`config.mk`:
```
export PLATFORM = sky130hd
export DESIGN_NAME = lock_ram
export DESIGN_NICKNAME = d
export VERILOG_FILES = /design/src/rtl/lock_ram_pkg.sv /design/src/rtl/lock_cell_bank.sv /design/src/rtl/lock_ram_array.sv /design/src/rtl/lock_ram.sv
export SDC_FILE = /design/constraint.sdc
export NUM_CORES = 1
export LEC_CHECK = 0
export BUFFER_PORTS_ARGS = -buffer_cell sky130_fd_sc_hd__buf_2
export CORE_ASPECT_RATIO = 0.9
export CORE_MARGIN = 8
export CORE_UTILIZATION = 35
export DETAILED_ROUTE_END_ITERATION = 6
export PLACE_DENSITY_LB_ADDON = 0.05
export SLEW_MARGIN = 10
export SYNTH_ARGS = -nofsm -noshare
export SYNTH_HDL_FRONTEND = slang
export SYNTH_SLANG_ARGS = --single-unit
```
`constraint.sdc`:
```
create_clock -name clk -period 2.55 [get_ports clk]
set_input_delay 0.51 -clock clk [delete_from_list [all_inputs] [get_ports clk]]
set_output_delay 0.51 -clock clk [all_outputs]
set_load 0.01 [all_outputs]
```
`src/rtl/lock_ram_pkg.sv`:
```
package lock_ram_pkg;

  // Lane key codes: upper bit drives the inverting side, lower bit the passing side.
  typedef enum logic [1:0] {
    LK_DEAD0 = 2'b00,
    LK_PASS  = 2'b01,
    LK_INV   = 2'b10,
    LK_DEAD1 = 2'b11
  } lane_key_e;

  localparam logic [1:0] LANE_PASS = 2'b01;
  localparam logic [1:0] LANE_INV  = 2'b10;

endpackage

```
`src/rtl/lock_cell_bank.sv`:
```
module lock_cell_bank
  import lock_ram_pkg::*;
#(
  parameter int LANES = 4
) (
  input  logic [2*LANES-1:0] key,
  input  logic [LANES-1:0]   din,
  output logic [LANES-1:0]   dout,
  output logic [LANES-1:0]   lane_bad
);

  for (genvar g = 0; g < LANES; g++) begin : g_lane
    lane_key_e code;
    assign code = lane_key_e'(key[2*g+1 -: 2]);

    always_comb begin
      case (code)
        LK_PASS: begin
          dout[g]     = din[g];
          lane_bad[g] = 1'b0;
        end
        LK_INV: begin
          dout[g]     = ~din[g];
          lane_bad[g] = 1'b0;
        end
        default: begin
          dout[g]     = 1'b0;
          lane_bad[g] = 1'b1;
        end
      endcase
    end
  end

endmodule

```
`src/rtl/lock_ram_array.sv`:
```
module lock_ram_array #(
  parameter int DATA_W = 4,
  parameter int DEPTH  = 4,
  localparam int ADDR_W = (DEPTH > 1) ? $clog2(DEPTH) : 1
) (
  input  logic              clk,
  input  logic              rst,
  input  logic              we,
  input  logic [ADDR_W-1:0] wr_addr,
  input  logic [DATA_W-1:0] wr_word,
  input  logic              rd_en,
  input  logic [ADDR_W-1:0] rd_addr,
  output logic [DATA_W-1:0] rd_word
);

  logic [DATA_W-1:0] mem [DEPTH];

  // Storage: no reset, so a block RAM can be inferred.
  always_ff @(posedge clk) begin
    if (we) mem[wr_addr] <= wr_word;
  end

  // Registered read port, read-before-write on collisions.
  always_ff @(posedge clk) begin
    if (rst)        rd_word <= '0;
    else if (rd_en) rd_word <= mem[rd_addr];
  end

endmodule

```
`src/rtl/lock_ram.sv`:
```
module lock_ram
  import lock_ram_pkg::*;
#(
  parameter int DATA_W = 4,
  parameter int DEPTH  = 4,
  localparam int ADDR_W = (DEPTH > 1) ? $clog2(DEPTH) : 1,
  localparam int KEY_W  = 2 * DATA_W
) (
  input  logic              clk,
  input  logic              rst,
  input  logic              we,
  input  logic [ADDR_W-1:0] wr_addr,
  input  logic [DATA_W-1:0] wr_data,
  input  logic [KEY_W-1:0]  wr_key,
  input  logic              rd_en,
  input  logic [ADDR_W-1:0] rd_addr,
  input  logic [KEY_W-1:0]  rd_key,
  output logic [DATA_W-1:0] rd_data,
  output logic              key_error
);

  localparam logic [KEY_W-1:0] KEY_ALL_PASS = {DATA_W{LANE_PASS}};

  logic [DATA_W-1:0] wr_locked;
  logic [DATA_W-1:0] wr_bad;
  logic [DATA_W-1:0] arr_word;
  logic [KEY_W-1:0]  rd_key_q;
  logic [DATA_W-1:0] rd_bad;
  logic              bad_access;

  // Write-side cells scramble host data before storage.
  lock_cell_bank #(.LANES(DATA_W)) u_wr_cells (
    .key      (wr_key),
    .din      (wr_data),
    .dout     (wr_locked),
    .lane_bad (wr_bad)
  );

  lock_ram_array #(.DATA_W(DATA_W), .DEPTH(DEPTH)) u_array (
    .clk     (clk),
    .rst     (rst),
    .we      (we),
    .wr_addr (wr_addr),
    .wr_word (wr_locked),
    .rd_en   (rd_en),
    .rd_addr (rd_addr),
    .rd_word (arr_word)
  );

  // Read keys are captured alongside the read so both belong to the same edge.
  always_ff @(posedge clk) begin
    if (rst)        rd_key_q <= KEY_ALL_PASS;
    else if (rd_en) rd_key_q <= rd_key;
  end

  lock_cell_bank #(.LANES(DATA_W)) u_rd_cells (
    .key      (rd_key_q),
    .din      (arr_word),
    .dout     (rd_data),
    .lane_bad (rd_bad)
  );

  // Illegal read codes are judged on the live key so the flag aligns with the data.
  always_comb begin
    bad_access = we && (|wr_bad);
    for (int i = 0; i < DATA_W; i++) begin
      if (rd_en && (rd_key[2*i+1] == rd_key[2*i])) bad_access = 1'b1;
    end
  end

  always_ff @(posedge clk) begin
    if (rst)             key_error <= 1'b0;
    else if (bad_access) key_error <= 1'b1;
  end

  logic unused_rd_bad;
  assign unused_rd_bad = ^rd_bad;

endmodule

```
==> metrics.md <==
| Metric | Value |
|---|---|
| Outcome | finished, final reports clean |
| Area growth from synthesis to layout | 20.9% |
| DRC Markers | 0 |
| Fin crit period | roughly 1.5 ns |
| Pre-CTS setup slack | approximately 0.75 ns |
| Die H | ~75 µm |
| CTS H-tree lvls | 2 |
| Sequential area share after synthesis | 0.541 |
| Share of post-route cells with drive strength above 1 | 0.301 |
| Post-synth top cells | edfxtp_1 (16), dfxtp_1 (13), nor2_1 (10) |
| Post-CTS setup-driven buffer insertion count | 0 |
| Mapped Nets | 142 |
| DRT antenna net count | 0 |
| Post-layout util | 0.444 |
| Top-area cell type share of the netlist area | 0.351 |
| Max-cap violations | 0 |
| Max Root-Sink Buffers | 2 |
| Count of endpoints failing setup in the final report | 0 |
| VDD IR max | 0.172 mV |
| Root Buffer | clkbuf_8 |
| CP Launch Type | flip-flop |
| Worst hold margin | roughly 0.48 ns |
| Net Switching | 229 µW |
| Clk_lat worst skew | 0.27 ns |
| Worst-path maximum fanout | 3 |
| Clock transition at path regs | around 0.060 ns |
| Combinational fraction of design power | 0.118 |
| Pleak | just over 0.0007 µW |
| Worst Slack Setup Final | 1.01 ns |
| Port Buf Inserts | 32 |
| Fin crit share | 0.602 |
| Slowest cell on crit path | dfxtp_1 |
| Hold Path Class | in -> reg |
| Number of synthesized register bits | 29 |
| Synth Flop Type | edfxtp_1 |
| Synth unique cells | 23 |
| Hold buffer count at CTS | 0 |
| Final Hold Vio Count | 0 |
| Core Region | about 3700 µm² |
| Most frequent cell after synthesis | edfxtp_1 |
| Syn. warnings | 0 |
| Least-Margin Pin Slew | about 0.7 ns |
| Clock skew | 0.00293 ns |
| RSZ-0062 raised after global routing | false |
| Top cells by area, synth | edfxtp_1 (35%), dfxtp_1 (19%), mux4_1 (7.7%) |
| Clk network pwr share | 0.347 |
| Cell Area, Synth | 1370 µm² |
| Syn_area_per_cell | ~13 µm² |
| Asr flop ratio synth | 0 |
| DP Wirelength | 1.98 mm |
| Sequential Power Share | 0.535 |
| N_diodes | 0 |
| Rows | 21 |
| CP endpoint kind | output port |
| Total congestion overflow | 0 |
| Mapped Cells | roughly 110 |
| TritonRoute pass-1 iters | 4 |
| CP max stage delay | about 0.32 ns |
| Critical Path AT | between 1 and 1.5 ns |
| IO Pins | 33 |
| DR WL/cell | ~13 µm |
| GRT Util Overall | 0.0929 |
| TritonCTS Buffers | 5 |
| Starting Density | 0.367 |
| CTS tree | yes |
| Fmax | about 650 MHz |
| Clk sinks | 29 |
| GPL Wtd Cong | just under 0.7 |
| Number of fill cells | between 300 and 400 |
| Setup CP Type | reg -> out |
| Internal power | slightly below 800 µW |
| Die area | about 6200 µm² |
| Slew Limit Fails | 0 |
| Vias per inst | ~4.7 |
| 1st-iter DRT viols | 58 |
| Cell taking the most area after synthesis | edfxtp_1 |
| Multi-input logic area | between 500 and 600 µm² |
| CP Cell Sequence | nand2b_1 -> o21ai_0 -> buf_2 |
| Die W | approximately 80 µm |
| Reg area | 741 µm² |
| Global-route wire length before repair | ~4.1 mm |
| Maximum number of pins on one net before global-route repair | 18 |
| Post-synth EDFFs | 16 |
| Setup_tns | 0 ns |
| Cts repair resizes | 0 |
| Max_slew headroom | 0.538 |
| Via count of the routed design | between 800 and 900 |
| Final net count | around 180 |
| PD cells | around 600 nW/µm² |
| Vias in the first global route | 909 |
| Initial antenna violation count | 0 |
| CP required | 2.04 ns |
| Switching Fraction | 0.228 |
| WL final | around 2.5 mm |
==> critical path, delay by kind of cell (launching register included) <==
kind	cells	cell delay, ns
flip-flops	1	0.32
AND/OR/NAND/NOR	1	0.13
buffers and inverters	1	0.16
AO/OA/AOI/OAI	1	0.14
==> layer usage <==
metal | part of all wire | track usage | wire (µm) | vias to the layer above
met5 | 0 | 0 | 0 | -
met4 | 0.014 | 0.0584 | 34 | 0
met3 | 0.10 | 0.0554 | 246 | 2
met2 | 0.45 | 0.138 | 1120 | 32
met1 | 0.43 | 0.0984 | 1070 | 394
li1 | - | - | - | 455
==> final cells by class <==
class | count | share of cell area
clock inverters | 2 | 0.00605
well taps | 46 | 0.0348
repair buffers | 32 | 0.0967
multi-input cells | 66 | 0.353
inverters | 8 | 0.0181
flip-flops and latches | 29 | 0.447
clock buffers | 6 | 0.0438
==> power by group through the flow <==
stage | Combinational (µW) | Sequential, µW | Clock [µW]
after global routing | 135 | 540 | 383
after global placement | 117 | 544 | 0
final | 118 | 536 | 348
after CTS | 121 | 537 | 360
after detailed placement | 121 | 546 | 0
after floorplan | 71.7 | 543 | 0
==> worst paths after layout <==
kind                                                      start                              end  slack, ns  depth (start not counted)
worst max-delay path            u_array.rd_word[0]$_SDFFE_PP0P_                       rd_data[0]       1.01                          3
worst min-delay path                                  rd_key[2]         rd_key_q[2]$_SDFFE_PP1P_       0.48                          2
worst max register to register      u_array.mem[2][1]$_DFFE_PP_  u_array.rd_word[1]$_SDFFE_PP0P_       1.39                          3
worst min register to register         rd_key_q[5]$_SDFFE_PP0P_         rd_key_q[5]$_SDFFE_PP0P_       0.51                          2
==> layout by cell type, fill, tap and decap left out, types with 2 or more instances in the layout <==
master / instances
buf_2: 32
edfxtp_1: 16
dfxtp_1: 13
nor2_1: 10
inv_1: 8
mux2i_1: 8
ha_1: 8
clkbuf_8: 5
o21ai_0: 4
mux2_2: 4
xnor2_1: 4
mux4_1: 4
nor2b_1: 4
a211o_1: 4
nand2b_1: 3
nand3b_1: 3
nand2_1: 3
a21oi_1: 2
clkinv_2: 2
==> cell families after synthesis <==
group,share of synthesized area
compound gates,0.0539
xor+xnor,0.0256
mux,0.168
fa+ha+maj,0.0731
simple gates,0.106
buf+inv,0.0320
flops,0.541
==> metrics by stage <==
step                cell area (µm²)  std cells  total power [µW]
global placement               1570        181               661
finish                         1660        189              1000
detailed placement             1570        181               667
floorplan                      1370        106               614
global route                   1660        189              1060
CTS                            1660        189              1020
==> flip-flops by register name, indices dropped and copies added, names as in the netlist <==
| name | flops |
|---|---|
| u_array.mem | 16 |
| rd_key_q | 8 |
| u_array.rd_word | 4 |
| key_error | 1 |
Power figures use the tool's default switching activity.
